==> src/rtl/aud_pkg.sv <==
package aud_pkg;
    localparam int WORD_W = 32;
    localparam int THR_W  = 7;
    localparam int ADDR_W = 3;

    localparam logic [ADDR_W-1:0] A_CS    = 3'd0;
    localparam logic [ADDR_W-1:0] A_FIFO  = 3'd1;
    localparam logic [ADDR_W-1:0] A_LVL   = 3'd2;
    localparam logic [ADDR_W-1:0] A_IEN   = 3'd3;
    localparam logic [ADDR_W-1:0] A_ISTAT = 3'd4;

    // control/status bit positions (software decodes these)
    localparam int B_EN    = 0;
    localparam int B_RXON  = 1;
    localparam int B_TXON  = 2;
    localparam int B_TXCLR = 3;
    localparam int B_RXCLR = 4;
    localparam int B_DMAEN = 9;
    localparam int B_TXERR = 15;
    localparam int B_RXERR = 16;
    localparam int B_TXW   = 17;
    localparam int B_RXR   = 18;
    localparam int B_TXD   = 19;
    localparam int B_RXD   = 20;
    localparam int B_TXE   = 21;
    localparam int B_RXF   = 22;
    localparam int B_SYNC  = 24;
    localparam int B_STBY  = 25;

    // level register field offsets
    localparam int F_RXREQ = 0;
    localparam int F_TXREQ = 8;
    localparam int F_RXPAN = 16;
    localparam int F_TXPAN = 24;

    // interrupt source bits
    localparam int I_TXW   = 0;
    localparam int I_RXR   = 1;
    localparam int I_TXERR = 2;
    localparam int I_RXERR = 3;
    localparam int N_IRQ   = 4;

    typedef enum logic [1:0] {XS_IDLE, XS_ARMED, XS_LAST} xseq_state_t;
    typedef enum logic [1:0] {WK_OFF, WK_WARM, WK_ON} wake_state_t;

    typedef struct packed {
        logic [THR_W-1:0] tx_pan;
        logic [THR_W-1:0] rx_pan;
        logic [THR_W-1:0] tx_req;
        logic [THR_W-1:0] rx_req;
    } lvl_cfg_t;
endpackage

==> src/rtl/aud_fifo.sv <==
module aud_fifo #(
    parameter int W     = 32,
    parameter int DEPTH = 64
) (
    input  logic                          clk,
    input  logic                          rst_n,
    input  logic                          flush,
    input  logic                          push,
    input  logic [W-1:0]                  wdata,
    input  logic                          pop,
    output logic [W-1:0]                  rdata,
    output logic [$clog2(DEPTH+1)-1:0]    level,
    output logic                          full,
    output logic                          empty
);
    localparam int AW = (DEPTH > 1) ? $clog2(DEPTH) : 1;
    localparam int LW = $clog2(DEPTH+1);

    logic [W-1:0]  mem [DEPTH];
    logic [AW-1:0] wr_ptr, rd_ptr;
    logic [LW-1:0] count;
    logic          do_push, do_pop;

    function automatic logic [AW-1:0] ptr_next(input logic [AW-1:0] p);
        return (p == AW'(DEPTH-1)) ? '0 : p + AW'(1);
    endfunction

    assign full    = (count == LW'(DEPTH));
    assign empty   = (count == '0);
    assign do_push = push && !full;
    assign do_pop  = pop && !empty;
    assign rdata   = mem[rd_ptr];
    assign level   = count;

    always_ff @(posedge clk) begin
        if (!rst_n || flush) begin
            wr_ptr <= '0;
            rd_ptr <= '0;
            count  <= '0;
        end else begin
            if (do_push) wr_ptr <= ptr_next(wr_ptr);
            if (do_pop)  rd_ptr <= ptr_next(rd_ptr);
            unique case ({do_push, do_pop})
                2'b10:   count <= count + LW'(1);
                2'b01:   count <= count - LW'(1);
                default: count <= count;
            endcase
        end
    end

    always_ff @(posedge clk) begin
        if (do_push && !flush) mem[wr_ptr] <= wdata;
    end
endmodule

==> src/rtl/aud_xdom_seq.sv <==
// Two-tick delayed action sequencer: a request fires only on the second
// bit-clock tick seen after it; a new request restarts the wait.
module aud_xdom_seq
    import aud_pkg::*;
(
    input  logic clk,
    input  logic rst_n,
    input  logic req,
    input  logic tick,
    output logic fire
);
    xseq_state_t state_q, state_d;

    always_ff @(posedge clk) begin
        if (!rst_n) state_q <= XS_IDLE;
        else        state_q <= state_d;
    end

    always_comb begin
        state_d = state_q;
        if (req) begin
            state_d = XS_ARMED;
        end else begin
            unique case (state_q)
                XS_IDLE:  state_d = XS_IDLE;
                XS_ARMED: if (tick) state_d = XS_LAST;
                XS_LAST:  if (tick) state_d = XS_IDLE;
                default:  state_d = XS_IDLE;
            endcase
        end
    end

    always_comb begin
        fire = 1'b0;
        unique case (state_q)
            XS_LAST: fire = tick && !req;
            default: fire = 1'b0;
        endcase
    end
endmodule

==> src/rtl/aud_wake_fsm.sv <==
module aud_wake_fsm
    import aud_pkg::*;
#(
    parameter int WAKE_TICKS = 4
) (
    input  logic clk,
    input  logic rst_n,
    input  logic enable,
    input  logic tick,
    output logic active
);
    localparam int CW = $clog2(WAKE_TICKS+1);

    wake_state_t state_q, state_d;
    logic [CW-1:0] cnt_q;
    logic          last_tick;

    assign last_tick = tick && (cnt_q == CW'(WAKE_TICKS-1));

    always_ff @(posedge clk) begin
        if (!rst_n) state_q <= WK_OFF;
        else        state_q <= state_d;
    end

    always_comb begin
        state_d = state_q;
        if (!enable) begin
            state_d = WK_OFF;
        end else begin
            unique case (state_q)
                WK_OFF:  state_d = WK_WARM;
                WK_WARM: if (last_tick) state_d = WK_ON;
                WK_ON:   state_d = WK_ON;
                default: state_d = WK_OFF;
            endcase
        end
    end

    always_ff @(posedge clk) begin
        if (!rst_n || state_q != WK_WARM) cnt_q <= '0;
        else if (tick)                    cnt_q <= cnt_q + CW'(1);
    end

    always_comb begin
        active = 1'b0;
        unique case (state_q)
            WK_ON:   active = enable;
            default: active = 1'b0;
        endcase
    end
endmodule

==> src/rtl/aud_fifo_ctrl.sv <==
module aud_fifo_ctrl
    import aud_pkg::*;
#(
    parameter int DEPTH       = 64,
    parameter int WAKE_TICKS  = 4,
    parameter int ECHO_STAGES = 2
) (
    input  logic              clk,
    input  logic              rst_n,
    input  logic              bclk_tick,
    input  logic              reg_we,
    input  logic              reg_re,
    input  logic [ADDR_W-1:0] reg_addr,
    input  logic [WORD_W-1:0] reg_wdata,
    output logic [WORD_W-1:0] reg_rdata,
    input  logic              tx_word_stb,
    output logic [WORD_W-1:0] tx_word,
    input  logic              rx_word_stb,
    input  logic [WORD_W-1:0] rx_word,
    output logic              dreq_tx,
    output logic              dreq_rx,
    output logic              panic_tx,
    output logic              panic_rx,
    output logic              irq
);
    localparam int LVL_W = $clog2(DEPTH+1);
    localparam int N_DIR = 2;   // index 0 transmit, 1 receive

    logic en_q, rx_on, tx_on, dma_en, stby_q, sync_wr, sync_rd;
    logic tx_err, rx_err;
    lvl_cfg_t cfg;
    logic [N_IRQ-1:0] ien;
    logic [ECHO_STAGES-1:0] echo_sr;

    logic wr_cs, wr_fifo, wr_lvl, wr_ien, wr_istat, rd_fifo;
    logic [N_DIR-1:0] clr_req, clr_fire;
    logic tx_flush, rx_flush, port_active;
    logic tx_go, rx_go, tx_underflow, rx_overflow;
    logic [WORD_W-1:0] tx_head, rx_head;
    logic [LVL_W-1:0]  tx_level, rx_level;
    logic tx_full, tx_empty, rx_full, rx_empty;
    logic tx_need, rx_need, dma_live;
    logic [N_IRQ-1:0] istat;
    logic [WORD_W-1:0] cs_view;
    logic unused_wbits;

    assign unused_wbits = ^{reg_wdata[31], reg_wdata[23], reg_wdata[7]};

    // register decode
    assign wr_cs    = reg_we && (reg_addr == A_CS);
    assign wr_fifo  = reg_we && (reg_addr == A_FIFO);
    assign wr_lvl   = reg_we && (reg_addr == A_LVL);
    assign wr_ien   = reg_we && (reg_addr == A_IEN);
    assign wr_istat = reg_we && (reg_addr == A_ISTAT);
    assign rd_fifo  = reg_re && (reg_addr == A_FIFO);

    assign clr_req[0] = wr_cs && reg_wdata[B_TXCLR];
    assign clr_req[1] = wr_cs && reg_wdata[B_RXCLR];

    // control fields
    always_ff @(posedge clk) begin
        if (!rst_n) begin
            en_q    <= 1'b0;
            rx_on   <= 1'b0;
            tx_on   <= 1'b0;
            dma_en  <= 1'b0;
            sync_wr <= 1'b0;
            stby_q  <= 1'b0;
            cfg     <= '0;
            ien     <= '0;
        end else begin
            if (wr_cs) begin
                en_q    <= reg_wdata[B_EN];
                rx_on   <= reg_wdata[B_RXON];
                tx_on   <= reg_wdata[B_TXON];
                dma_en  <= reg_wdata[B_DMAEN];
                sync_wr <= reg_wdata[B_SYNC];
                stby_q  <= reg_wdata[B_STBY];
            end
            if (wr_lvl) begin
                cfg.rx_req <= reg_wdata[F_RXREQ +: THR_W];
                cfg.tx_req <= reg_wdata[F_TXREQ +: THR_W];
                cfg.rx_pan <= reg_wdata[F_RXPAN +: THR_W];
                cfg.tx_pan <= reg_wdata[F_TXPAN +: THR_W];
            end
            if (wr_ien) ien <= reg_wdata[N_IRQ-1:0];
        end
    end

    // sync echo through the bit-clock pipeline
    always_ff @(posedge clk) begin
        if (!rst_n) begin
            echo_sr <= '0;
        end else if (bclk_tick) begin
            echo_sr[0] <= sync_wr;
            for (int i = 1; i < ECHO_STAGES; i++) echo_sr[i] <= echo_sr[i-1];
        end
    end
    assign sync_rd = echo_sr[ECHO_STAGES-1];

    // per-direction clear sequencers
    for (genvar d = 0; d < N_DIR; d++) begin : g_clr
        aud_xdom_seq u_seq (
            .clk  (clk),
            .rst_n(rst_n),
            .req  (clr_req[d]),
            .tick (bclk_tick),
            .fire (clr_fire[d])
        );
    end
    assign tx_flush = clr_fire[0];
    assign rx_flush = clr_fire[1];

    aud_wake_fsm #(.WAKE_TICKS(WAKE_TICKS)) u_wake (
        .clk   (clk),
        .rst_n (rst_n),
        .enable(en_q && stby_q),
        .tick  (bclk_tick),
        .active(port_active)
    );

    assign tx_go        = tx_word_stb && port_active && tx_on;
    assign rx_go        = rx_word_stb && port_active && rx_on;
    assign tx_underflow = tx_go && tx_empty;
    assign rx_overflow  = rx_go && rx_full;

    aud_fifo #(.W(WORD_W), .DEPTH(DEPTH)) u_txq (
        .clk  (clk),
        .rst_n(rst_n),
        .flush(tx_flush),
        .push (wr_fifo),
        .wdata(reg_wdata),
        .pop  (tx_go),
        .rdata(tx_head),
        .level(tx_level),
        .full (tx_full),
        .empty(tx_empty)
    );

    aud_fifo #(.W(WORD_W), .DEPTH(DEPTH)) u_rxq (
        .clk  (clk),
        .rst_n(rst_n),
        .flush(rx_flush),
        .push (rx_go),
        .wdata(rx_word),
        .pop  (rd_fifo),
        .rdata(rx_head),
        .level(rx_level),
        .full (rx_full),
        .empty(rx_empty)
    );

    // word handed to the framer
    always_ff @(posedge clk) begin
        if (!rst_n)            tx_word <= '0;
        else if (tx_underflow) tx_word <= '0;
        else if (tx_go)        tx_word <= tx_head;
    end

    // sticky error flags: setting wins over write-one-to-clear
    always_ff @(posedge clk) begin
        if (!rst_n) begin
            tx_err <= 1'b0;
            rx_err <= 1'b0;
        end else begin
            if (tx_underflow)
                tx_err <= 1'b1;
            else if ((wr_cs && reg_wdata[B_TXERR]) || (wr_istat && reg_wdata[I_TXERR]))
                tx_err <= 1'b0;
            if (rx_overflow)
                rx_err <= 1'b1;
            else if ((wr_cs && reg_wdata[B_RXERR]) || (wr_istat && reg_wdata[I_RXERR]))
                rx_err <= 1'b0;
        end
    end

    // level comparisons and request outputs
    assign tx_need  = tx_level <= LVL_W'(cfg.tx_req);
    assign rx_need  = rx_level >  LVL_W'(cfg.rx_req);
    assign dma_live = dma_en && en_q;
    assign dreq_tx  = dma_live && tx_need;
    assign dreq_rx  = dma_live && rx_need;
    assign panic_tx = dma_live && (tx_level <= LVL_W'(cfg.tx_pan));
    assign panic_rx = dma_live && (rx_level >  LVL_W'(cfg.rx_pan));

    always_comb begin
        istat          = '0;
        istat[I_TXW]   = tx_need;
        istat[I_RXR]   = rx_need;
        istat[I_TXERR] = tx_err;
        istat[I_RXERR] = rx_err;
    end
    assign irq = |(ien & istat);

    always_comb begin
        cs_view          = '0;
        cs_view[B_EN]    = en_q;
        cs_view[B_RXON]  = rx_on;
        cs_view[B_TXON]  = tx_on;
        cs_view[B_DMAEN] = dma_en;
        cs_view[B_TXERR] = tx_err;
        cs_view[B_RXERR] = rx_err;
        cs_view[B_TXW]   = tx_need;
        cs_view[B_RXR]   = rx_need;
        cs_view[B_TXD]   = !tx_full;
        cs_view[B_RXD]   = !rx_empty;
        cs_view[B_TXE]   = tx_empty;
        cs_view[B_RXF]   = rx_full;
        cs_view[B_SYNC]  = sync_rd;
        cs_view[B_STBY]  = stby_q;
    end

    always_comb begin
        reg_rdata = '0;
        unique case (reg_addr)
            A_CS:    reg_rdata = cs_view;
            A_FIFO:  reg_rdata = rx_head;
            A_LVL: begin
                reg_rdata[F_RXREQ +: THR_W] = cfg.rx_req;
                reg_rdata[F_TXREQ +: THR_W] = cfg.tx_req;
                reg_rdata[F_RXPAN +: THR_W] = cfg.rx_pan;
                reg_rdata[F_TXPAN +: THR_W] = cfg.tx_pan;
            end
            A_IEN:   reg_rdata[N_IRQ-1:0] = ien;
            A_ISTAT: reg_rdata[N_IRQ-1:0] = istat;
            default: reg_rdata = '0;
        endcase
    end
endmodule

==> config.mk <==
export PLATFORM = sky130hd
export DESIGN_NAME = aud_fifo_ctrl
export DESIGN_NICKNAME = d
export VERILOG_FILES = /design/src/rtl/aud_pkg.sv /design/src/rtl/aud_fifo.sv /design/src/rtl/aud_xdom_seq.sv /design/src/rtl/aud_wake_fsm.sv /design/src/rtl/aud_fifo_ctrl.sv
export SDC_FILE = /design/constraint.sdc
export NUM_CORES = 2
export LEC_CHECK = 0
export BUFFER_PORTS_ARGS = -buffer_cell sky130_fd_sc_hd__buf_4
export CAP_MARGIN = 40
export CORE_MARGIN = 8
export CORE_UTILIZATION = 40
export CTS_CLUSTER_DIAMETER = 120
export DETAILED_ROUTE_END_ITERATION = 6
export PLACE_DENSITY = 0.62
export SYNTH_ARGS = -nofsm -noshare
export SYNTH_HDL_FRONTEND = slang
export SYNTH_SLANG_ARGS = --single-unit
==> constraint.sdc <==
create_clock -name clk -period 6.19 [get_ports clk]
set_clock_uncertainty 0.15 [all_clocks]
set_input_delay 1.857 -clock clk [delete_from_list [all_inputs] [get_ports clk]]
set_output_delay 1.857 -clock clk [all_outputs]
set_load 0.01 [all_outputs]
==> impl_metrics.json <==
{
  "fp.dieW_um": 654,
  "ys_seq_area_frac": 0.771,
  "dpl.hpwl_um": 277000,
  "internal_power_mw": 45.2,
  "p_clk_frac": 0.433,
  "netlist_area_sq_mm": 0.163,
  "place_area_sq_mm": 0.174,
  "cpMaxStageDelayCell": "a22oi_1",
  "power.density_mw_per_mm2": 301,
  "fin_crit_sh": 0.997,
  "yosysMostFrequentCell": "edfxtp_1",
  "synth-async-reset-ratio": 0,
  "hold_path.class": "flip-flop to flip-flop",
  "r2r_slack_ns": 2.04,
  "grt_pass1_wl_um": 643000,
  "drive_gt1_frac": 0.283,
  "fp.coreArea_sq_mm": 0.406,
  "grt_use_met1": 0.284,
  "cts.sinks": 4223,
  "status": "complete, but fails checks",
  "avgSynthCellArea_sq_um": 21.5,
  "hold_depth": 2,
  "critPathMaxStageDelay_ns": 0.63,
  "synth_area_leader_cell": "edfxtp_1",
  "initial_core_util": 0.401,
  "fin_nets": 8274,
  "combPwrFrac": 0.012,
  "finalInstanceArea_sq_mm": 0.188,
  "pwr-share-seq": 0.555,
  "cp-end-kind": "output pin",
  "io_pins": 143,
  "drtIter0Drc": 11100,
  "postSynthCellCount": 7561,
  "area_growth_pct": 15.2,
  "tns_ns": 0,
  "yosys_warnings": 0,
  "avgViaCountPerCell": 5.97,
  "grt_remaining_overflow": 0,
  "hold_viol": 0,
  "wl_per_cell_um": 33.0,
  "cts_tree": "yes",
  "die_area_sq_mm": 0.428,
  "violations": "DRC",
  "dr.pass1.iters": 7,
  "fin_crit_ns": 6.17,
  "synth_top_area_share": 0.755,
  "crit_path_max_fanout": 17,
  "synth_top_cells_by_count": "edfxtp_1, mux4_2, nor2_1, nand2_1, mux2i_1",
  "insertion_delay_ns": 0.98,
  "cts_made_buffers": 417,
  "worstMarginPinSlew_ns": 1.01,
  "relSlewSlack": 0.320,
  "cp_cell_sequence": "buf_4, nor2b_1, a221oi_1, a22oi_1, nor2b_1, o21ai_0, buf_4, buf_4",
  "grtUsageTotal": 0.210,
  "ir_worst_vdd_mv": 0.315,
  "dieHeight_um": 654,
  "setup_viol": 0,
  "rows": 234,
  "cts_root_buf": "clkbuf_16",
  "final_util": 0.462,
  "synth_ff_type": "edfxtp_1",
  "routed_wl_um": 461000,
  "slew_viol_final": 0,
  "cts-htree-levels": 5,
  "path_common_cell": "buf_4",
  "place_inst": 13200,
  "synthTopCellsByArea": "edfxtp_1, mux4_2, dfxtp_1",
  "vias": 83300,
  "path_clk_slew_ns": 0.06,
  "ys_types": 80,
  "critPathKind": "flip-flop to output pin",
  "gr-max-usage-layer": "met2",
  "synth-edff-count": 4096,
  "swShare": 0.200,
  "power_switching_mw": 11.3,
  "cts.path.max_buffers": 4,
  "synth_fp_nets": 7678,
  "grt_max_degree": 96,
  "final_antenna_net_count": 0,
  "ys_seq_elements": 4223,
  "numPortBuffers": 142,
  "cp.arrival_ns": 4.17,
  "r2r_cells": 12,
  "drc_errors": 4,
  "p_leak_nw": 56.4,
  "final_cells": 14000,
  "antenna_found_initial": 29,
  "use_met3": 0.0371,
  "use_met2": 0.341,
  "grt_pass1_vias": 82200,
  "max_freq_ghz": 0.162,
  "max_cap_viol_count": 0,
  "gp_congestion": 0.914,
  "cp-start-kind": "flip-flop",
  "required_ns": 4.18
}
-- cell type report --
class / instances / area [sq um]
tap: 5428 / 6790
clock inverter: 215 / 1870
antenna: 21 / 52.6
fill: 33400 / 218000
clock buffer: 550 / 11200
sequential: 4223 / 126000
timing repair buffer: 591 / 5850
multi-input combinational: 2883 / 36100
inverter: 41 / 154
-- through the flow --
step / hold slack [ns] / setup WS [ns] / total power, mW
floorplan: 0.293 / 0.811 / 32.0
global placement: 0.315 / -0.591 / 32.6
detailed placement: 0.321 / 0.0845 / 32.7
CTS: 0.333 / 0.00568 / 56.8
global route: 0.370 / -0.000524 / 57.8
finish: 0.328 / 0.0162 / 56.5
-- sequential cells by signal, summed over array words and instances, names as in the netlist, 4 cells and up, named ones only --
| name | flops |
|---|---|
| ien | 4 |
| u_rxq.level | 7 |
| u_txq.level | 7 |
| u_txq.mem | 2048 |
| u_rxq.wr_ptr | 6 |
| u_txq.wr_ptr | 6 |
| cfg | 28 |
| g_clr.u_seq.state_q | 4 |
| tx_word | 32 |
| u_txq.rd_ptr | 6 |
| u_rxq.mem | 2048 |
| u_rxq.rd_ptr | 6 |
-- routing by layer --
| layer | share of wire | vias to the layer above |
|---|---|---|
| met4 | 0.043 | 12 |
| li1 | - | 33100 |
| met3 | 0.085 | 890 |
| met1 | 0.39 | 45000 |
| met5 | 0.00019 | - |
| met2 | 0.48 | 4312 |
-- kinds of logic (layout without fill, tap and decap cells) --
family                     count (synthesis)  count (layout)  share of synthesized area
adders and majority gates                 43              43                    0.00330
DFF                                     4223            4223                      0.771
AOI/OAI and AO/OA                        699             699                     0.0288
other                                      0              21                          0
muxes                                   1244            1244                      0.156
buffers and inverters                    455            1397                     0.0146
xor gates and xnor gates                  27              27                    0.00145
and+or+nand+nor                          870             870                     0.0255
-- power by group through the flow --
stage | Combinational (mW) | Sequential [mW] | Clock (mW)
2_1_floorplan | 0.0850 | 32.0 | 0
3_3_place_gp | 0.658 | 32.0 | 0
3_5_place_dp | 0.706 | 32.0 | 0
4_1_cts | 0.705 | 31.3 | 24.7
5_1_grt | 0.745 | 31.3 | 25.8
6_report | 0.706 | 31.3 | 24.4
-- path summary, 6_finish.rpt --
kind / from / end
max: flip-flop / reg_rdata[27]
min: cfg[15]$_SDFFE_PN0P_ / cfg[15]$_SDFFE_PN0P_
max reg2reg: en_q$_SDFFE_PN0P_ / u_txq.level[6]$_SDFFE_PP0P_
min reg2reg: cfg[15]$_SDFFE_PN0P_ / cfg[15]$_SDFFE_PN0P_
-- critical path, delay by kind of cell, from the launching register on --
kind                   cells  cell delay [ns]
DFF                        1             0.48
and+or+nand+nor            2             0.73
buffers and inverters      3             0.69
AOI/OAI and AO/OA          3             1.25
-- repair_timing --
| action | in CTS | in global routing |
|---|---|---|
| hold buffers | 0 | 0 |
| endpoints found under the setup margin | 31 | 9 |
| buffers inserted | 8 | 0 |
| gates cloned | 0 | 0 |
| gates resized for setup | 9 | 10 |
-- layout by cell type, fill, tap and decap left out, types with 23 or more instances in the layout --
cell | netlist | routed
bufinv_16 | 0 | 23
dfxtp_1 | 127 | 116
buf_4 | 75 | 463
mux4_2 | 1031 | 1031
ha_1 | 43 | 43
clkbuf_16 | 0 | 423
clkinv_1 | 0 | 80
a21oi_1 | 106 | 104
nand2_1 | 229 | 227
a22oi_1 | 106 | 105
o22ai_1 | 132 | 131
nor2b_1 | 61 | 57
nor3_1 | 61 | 61
o211ai_1 | 30 | 30
edfxtp_1 | 4096 | 4096
inv_1 | 38 | 38
a31oi_1 | 28 | 27
nand2b_1 | 25 | 23
nor2_1 | 276 | 144
a21boi_0 | 30 | 30
clkbuf_1 | 130 | 110
clkinv_2 | 0 | 68
mux2i_1 | 198 | 195
nor4_1 | 25 | 25
buf_12 | 0 | 103
nor2_4 | 2 | 131
o21ai_0 | 96 | 95
nand3_1 | 67 | 65
a211oi_1 | 53 | 53
No activity file was read; power rests on OpenSTA's default activity.
